===== src/rtl/adc_pre_pkg.sv =====
package adc_pre_pkg;
   localparam int CFG_W       = 32;
   localparam int FIELD_W     = 8;
   localparam int MAIN_LSB    = 0;
   localparam int T10_LSB_STD = 8;
   localparam int T10_LSB_ALT = 16;
   localparam int MS_LSB      = 16;
   localparam int MAIN_W_STD  = 8;
   localparam int MAIN_W_ALT  = 6;

   function automatic int main_width(input bit alt);
      return alt ? MAIN_W_ALT : MAIN_W_STD;
   endfunction

   function automatic int t10_lsb(input bit alt);
      return alt ? T10_LSB_ALT : T10_LSB_STD;
   endfunction
endpackage


===== src/rtl/adc_pre_div.sv =====
module adc_pre_div #(
   parameter int W = 8
) (
   input  logic         clk,
   input  logic         rst_n,
   input  logic         restart,
   input  logic         step,
   input  logic [W-1:0] limit,
   output logic         hit
);
   logic [W-1:0] cnt;

   assign hit = step && (cnt == limit);

   always_ff @(posedge clk or negedge rst_n) begin
      if (!rst_n)       cnt <= '0;
      else if (restart) cnt <= '0;
      else if (step)    cnt <= hit ? '0 : cnt + 1'b1;
   end

   p_cnt_bound_r2: assert property (@(posedge clk) disable iff (!rst_n)
      cnt <= limit);
   p_restart_clear_r6: assert property (@(posedge clk) disable iff (!rst_n)
      restart |=> (cnt == '0));
   p_wrap_r2: assert property (@(posedge clk) disable iff (!rst_n)
      (hit && !restart) |=> (cnt == '0));
endmodule


===== src/rtl/adc_pre_cfg.sv =====
module adc_pre_cfg
   import adc_pre_pkg::*;
#(
   parameter bit ALT    = 1'b0,
   parameter int MAIN_W = 8,
   parameter int TICK_W = 8
) (
   input  logic              clk,
   input  logic              rst_n,
   input  logic              we,
   input  logic [CFG_W-1:0]  wdata,
   output logic [MAIN_W-1:0] main_lim,
   output logic [TICK_W-1:0] t10_lim,
   output logic [TICK_W-1:0] ms_lim
);
   localparam int T10_LSB = t10_lsb(ALT);

   always_ff @(posedge clk or negedge rst_n) begin
      if (!rst_n) begin
         main_lim <= '0;
         t10_lim  <= '0;
      end else if (we) begin
         main_lim <= wdata[MAIN_LSB +: MAIN_W];
         t10_lim  <= wdata[T10_LSB +: TICK_W];
      end
   end

   generate
      if (ALT) begin : g_no_ms
         assign ms_lim = '0;
      end else begin : g_ms
         always_ff @(posedge clk or negedge rst_n) begin
            if (!rst_n)  ms_lim <= '0;
            else if (we) ms_lim <= wdata[MS_LSB +: TICK_W];
         end
      end
   endgenerate

   p_load_r6: assert property (@(posedge clk) disable iff (!rst_n)
      we |=> (main_lim == $past(wdata[MAIN_LSB +: MAIN_W])));
endmodule


===== src/rtl/adc_clk_prescaler.sv =====
module adc_clk_prescaler
   import adc_pre_pkg::*;
#(
   parameter bit ALT_LAYOUT = 1'b0,
   parameter int TICK_W     = FIELD_W
) (
   input  logic             clk,
   input  logic             rst_n,
   input  logic             cfg_we,
   input  logic [CFG_W-1:0] cfg_wdata,
   output logic             conv_en,
   output logic             tick_10us,
   output logic             tick_1ms
);
   localparam int MAIN_W = main_width(ALT_LAYOUT);

   generate
      if (MAIN_W > FIELD_W || TICK_W > FIELD_W) begin : g_bad_width
         $error("divider field wider than its slot");
      end
   endgenerate

   logic              run;
   logic [MAIN_W-1:0] main_lim;
   logic [TICK_W-1:0] t10_lim;
   logic [TICK_W-1:0] ms_lim;

   always_ff @(posedge clk or negedge rst_n) begin
      if (!rst_n) run <= 1'b0;
      else        run <= 1'b1;
   end

   adc_pre_cfg #(.ALT(ALT_LAYOUT), .MAIN_W(MAIN_W), .TICK_W(TICK_W)) u_cfg (
      .clk(clk), .rst_n(rst_n), .we(cfg_we), .wdata(cfg_wdata),
      .main_lim(main_lim), .t10_lim(t10_lim), .ms_lim(ms_lim));

   adc_pre_div #(.W(MAIN_W)) u_main (
      .clk(clk), .rst_n(rst_n), .restart(cfg_we), .step(run),
      .limit(main_lim), .hit(conv_en));

   adc_pre_div #(.W(TICK_W)) u_t10 (
      .clk(clk), .rst_n(rst_n), .restart(cfg_we), .step(conv_en),
      .limit(t10_lim), .hit(tick_10us));

   generate
      if (ALT_LAYOUT) begin : g_alt
         logic ms_unused;
         assign ms_unused = |ms_lim;
         assign tick_1ms  = 1'b0 & ms_unused;
         p_no_ms_r8: assert property (@(posedge clk) disable iff (!rst_n)
            !tick_1ms);
      end else begin : g_std
         adc_pre_div #(.W(TICK_W)) u_ms (
            .clk(clk), .rst_n(rst_n), .restart(cfg_we), .step(conv_en),
            .limit(ms_lim), .hit(tick_1ms));
         p_ms_in_conv_r5: assert property (@(posedge clk) disable iff (!rst_n)
            tick_1ms |-> conv_en);
      end
   endgenerate

   p_tick_in_conv_r9: assert property (@(posedge clk) disable iff (!rst_n)
      tick_10us |-> conv_en);
   p_zero_every_r3: assert property (@(posedge clk) disable iff (!rst_n)
      (run && main_lim == '0) |-> conv_en);
endmodule


===== config.mk =====
export PLATFORM = sky130hd
export DESIGN_NAME = adc_clk_prescaler
export DESIGN_NICKNAME = d
export VERILOG_FILES = /design/src/rtl/adc_pre_pkg.sv /design/src/rtl/adc_pre_div.sv /design/src/rtl/adc_pre_cfg.sv /design/src/rtl/adc_clk_prescaler.sv
export SDC_FILE = /design/constraint.sdc
export NUM_CORES = 1
export LEC_CHECK = 0
export ABC_AREA = 1
export ABC_CLOCK_PERIOD_IN_PS = 2150
export CAP_MARGIN = 20
export CORE_UTILIZATION = 45
export CTS_CLUSTER_DIAMETER = 60
export CTS_CLUSTER_SIZE = 24
export DETAILED_ROUTE_END_ITERATION = 6
export PLACE_DENSITY_LB_ADDON = 0.15
export SLEW_MARGIN = 5
export SYNTH_ARGS = -nofsm -noshare
export SYNTH_HDL_FRONTEND = slang
export SYNTH_HIERARCHICAL = 1
export SYNTH_SLANG_ARGS = --single-unit
export TNS_END_PERCENT = 5

===== constraint.sdc =====
create_clock -name clk -period 2.15 [get_ports clk]
set_input_delay 0.43 -clock clk [delete_from_list [all_inputs] [get_ports clk]]
set_output_delay 0.43 -clock clk [all_outputs]
set_load 0.05 [all_outputs]

==> results.json <==
{
  "critical_path_arrival_ps": 1970,
  "clk_pin_slew_ps": 90,
  "hp-class": "in2async",
  "regToRegStartpoint": "u_main/cnt[5]$_DFFE_PN0P_",
  "io_buffers": 29,
  "status": "complete, but fails checks",
  "drv_cap": 0,
  "clk_latency_ps": 300,
  "powerDensity_nw_per_um2": 531.1,
  "die_w_um": 81.27,
  "avgViaCountPerCell": 4.584,
  "min_period_ps": 2401,
  "cp.buffers_inverters": 6,
  "synth_nets": 399,
  "io_pins": 38,
  "die_h_um": 81.27,
  "netlist_area_um2": 2828,
  "cts_buffer_depth": 2,
  "slew_viol_final": 0,
  "critical_path.startpoint": "u_main/cnt[5]$_DFFE_PN0P_",
  "numPlacedInstances": 473,
  "critPathRequiredTime_ps": 1720,
  "finalNetCount": 448,
  "start_util_pct": 47.20,
  "max_slew_margin_pct": 57.02,
  "swShare_pct": 26.70,
  "rows": 28,
  "diodes": 0,
  "violations": "negative setup slack",
  "internal_power_mw": 1.337,
  "dpl_worst_slack_ps": 39.59,
  "yosysTopAreaCell": "dfrtp_1",
  "drc": 0,
  "fp.dieArea_um2": 6605,
  "comb_power_share_pct": 14.2,
  "ys_top_cells_by_count": "nand2_1 (131), dfrtp_1 (49), inv_1 (43)",
  "synthArstFlopShare_pct": 100.0,
  "yosysMostFrequentCell": "nand2_1",
  "grt_pass1_vias": 2211,
  "coreArea_um2": 5991,
  "clock-sinks": 49,
  "cp-start-kind": "flip-flop",
  "antenna_found_initial": 0,
  "cts_made_buffers": 5,
  "netlist.area_leader.share_pct": 43.36,
  "synthTopCellsByArea": "dfrtp_1 (43%), nand2_1 (17%), xor2_1 (6.5%)",
  "synth_seq_cells": 49,
  "synth_edf_count": 0,
  "drive_above_1_share_pct": 23.17,
  "ys.flop_type": "dfrtp_1",
  "syn2layout_area_growth_pct": 21.46,
  "postRouteAntennaNets": 0,
  "crit_family": "simple AND/OR/NAND/NOR gates",
  "fin_tns_setup_ps": -463.0,
  "hold_ws_ps": 224.0,
  "worst_path_max_delay_cell": "dfrtp_1",
  "seqPwrFrac_pct": 55.2,
  "cp_max_fo": 4,
  "yosys_warnings": 6,
  "ir_worst_vdd_mv": 0.4375,
  "cpMostUsedCell": "nand2_1",
  "setup_viol": 2,
  "setup_slack_ps": -251.4,
  "finalClockSkew_ps": 5.117,
  "grt_use_total_pct": 19.16,
  "crit_type": "reg2out",
  "root_buffer": "clkbuf_8",
  "worst_slew_pin_slew_ps": 644.7,
  "grt_max_degree": 50,
  "max_freq_ghz": 0.4164,
  "p_clk_share_pct": 30.6,
  "ys_types": 26,
  "dp_hpwl_um": 3941,
  "routedWlPerCell_um": 11.38,
  "fin_util_pct": 57.33,
  "grt_overflow": 0,
  "critPathMaxStageDelay_ps": 400,
  "tritoncts": "built",
  "drt_iter0_drc": 72,
  "rsz0062_at_grt": "yes",
  "cts-htree-levels": 2,
  "synth.avg_cell_area_um2": 7.833,
  "hold_viol": 0,
  "worstPathCellList": "inv_1 -> nand2_1 -> nand2_1 -> inv_1 -> nand2_1 -> nor2_2 -> nand3_2 -> clkinvlp_4 -> inv_2 -> a21oi_2 -> nand2_1 -> nor2_4 -> nand3_4 -> clkinvlp_4 -> buf_12",
  "via_count": 2223,
  "grt_pass1_wl_um": 9480,
  "wl_um": 5520,
  "syn_inst": 361,
  "gp_congestion": 0.7999,
  "p_sw_uw": 487.0,
  "drtPass1Iterations": 4,
  "worst_setup_path_end_kind": "primary output",
  "p_leak_nw": 1.694,
  "yosysSeqAreaShare_pct": 43.36,
  "final_cell_count_no_fill": 485,
  "post-route-period-util_pct": 111.7
}
## worst paths after layout
path / end / slack, ps / cells after the start
max: tick_10us / -250 / 15
min: g_std.u_ms/cnt[1]$_DFFE_PN0P_ / 220 / 2
max reg2reg: g_std.u_ms/cnt[7]$_DFFE_PN0P_ / 200 / 17
min reg2reg: u_cfg/main_lim[7]$_DFFE_PN0P_ / 480 / 2
max in group asynchronous: g_std.u_ms/cnt[3]$_DFFE_PN0P_ / 1480 / 2
min in group clk: u_cfg/main_lim[7]$_DFFE_PN0P_ / 480 / 2
## layout make-up
type	count	area, um2
Fill cell	556	2556
Multi-Input combinational cell	248	1321
Sequential cell	49	1226
Timing Repair Buffer	47	462.9
Inverter	59	240.2
Tap cell	75	93.84
Clock buffer	6	82.58
Clock inverter	1	7.507
## worst register-to-register path, cell delays in order (launching register included)
cell and delay, ps:
dfrtp_1 400, inv_1 60, nand2_1 60, nand2_1 50
inv_1 40, nand2_1 50, nor2_2 100, nand3_2 100
clkinvlp_4 120, inv_2 50, a21oi_2 90, nand2_1 90
nor2_4 120, nand3_4 80, buf_4 140, buf_4 150
nand2_4 100, nor2_2 50
## cells in the final DEF, fill, tap and decap left out
master,count
nand2_2,13
o21ai_1,4
buf_12,4
a21oi_1,2
inv_2,13
nor2_4,7
inv_1,40
xor2_1,21
nand4_1,3
buf_4,17
nand3_4,2
nand2_4,2
dfrtp_1,49
conb_1,1
ha_1,3
nor2_1,18
nand3_2,6
clkinv_1,2
clkdlybuf4s50_1,25
inv_8,1
nor2_2,16
nand2_1,131
xnor2_1,1
a21oi_2,3
buf_2,1
clkinvlp_4,4
nand3_1,14
clkbuf_8,6
o21ai_0,1
## logic make-up (layout without fill, tap and decap cells)
family | after synthesis | in the layout | share of synthesized area [%]
adders and majority gates | 3 | 3 | 1.328
other | 1 | 1 | 0.1326
buffers and inverters | 64 | 113 | 10.49
and+or+nand+nor | 212 | 212 | 35.84
AOI/OAI and AO/OA | 10 | 10 | 2.035
DFF | 49 | 49 | 43.36
xor gates and xnor gates | 22 | 22 | 6.814
## timing repair
action | 4_1_cts | 5_1_grt
hold buffers | 0 | 0
gates resized for setup | 2 | 2
buffers inserted | 4 | 1
pin swaps | 6 | 4
setup endpoints to repair | 2 | 11
## state kept, by name, indices dropped and copies added (netlist names)
register / count
u_cfg/ms_lim: 8
u_cfg/main_lim: 8
u_main/cnt: 8
u_cfg/t10_lim: 8
run: 1
g_std.u_ms/cnt: 8
u_t10/cnt: 8
## layer usage
metal	part of all wire (%)	routed length [um]	vias to the layer above	track usage [%]
met5	0	0	-	0
met4	1.2	66	0	5.714
met3	4.0	223	6	5.056
met2	47	2572	41	32.25
met1	48	2658	1006	23.87
li1	-	-	1170	-
## power by group through the flow
stage	Clock (mW)	Sequential [mW]	Combinational, mW
finish	0.558	1.01	0.259
global route	0.627	1.01	0.296
detailed placement	0	1.02	0.259
floorplan	0	1.02	0.161
CTS	0.585	1.01	0.262
global placement	0	1.02	0.254
## per-stage QoR
| stage | power, mW | cell area [um2] |
|---|---|---|
| 6_report | 1.824 | 3435 |
| 5_1_grt | 1.936 | 3435 |
| 2_1_floorplan | 1.177 | 2839 |
| 3_3_place_gp | 1.278 | 3291 |
| 4_1_cts | 1.854 | 3418 |
| 3_5_place_dp | 1.283 | 3291 |
(Power assumes the default switching activity.)
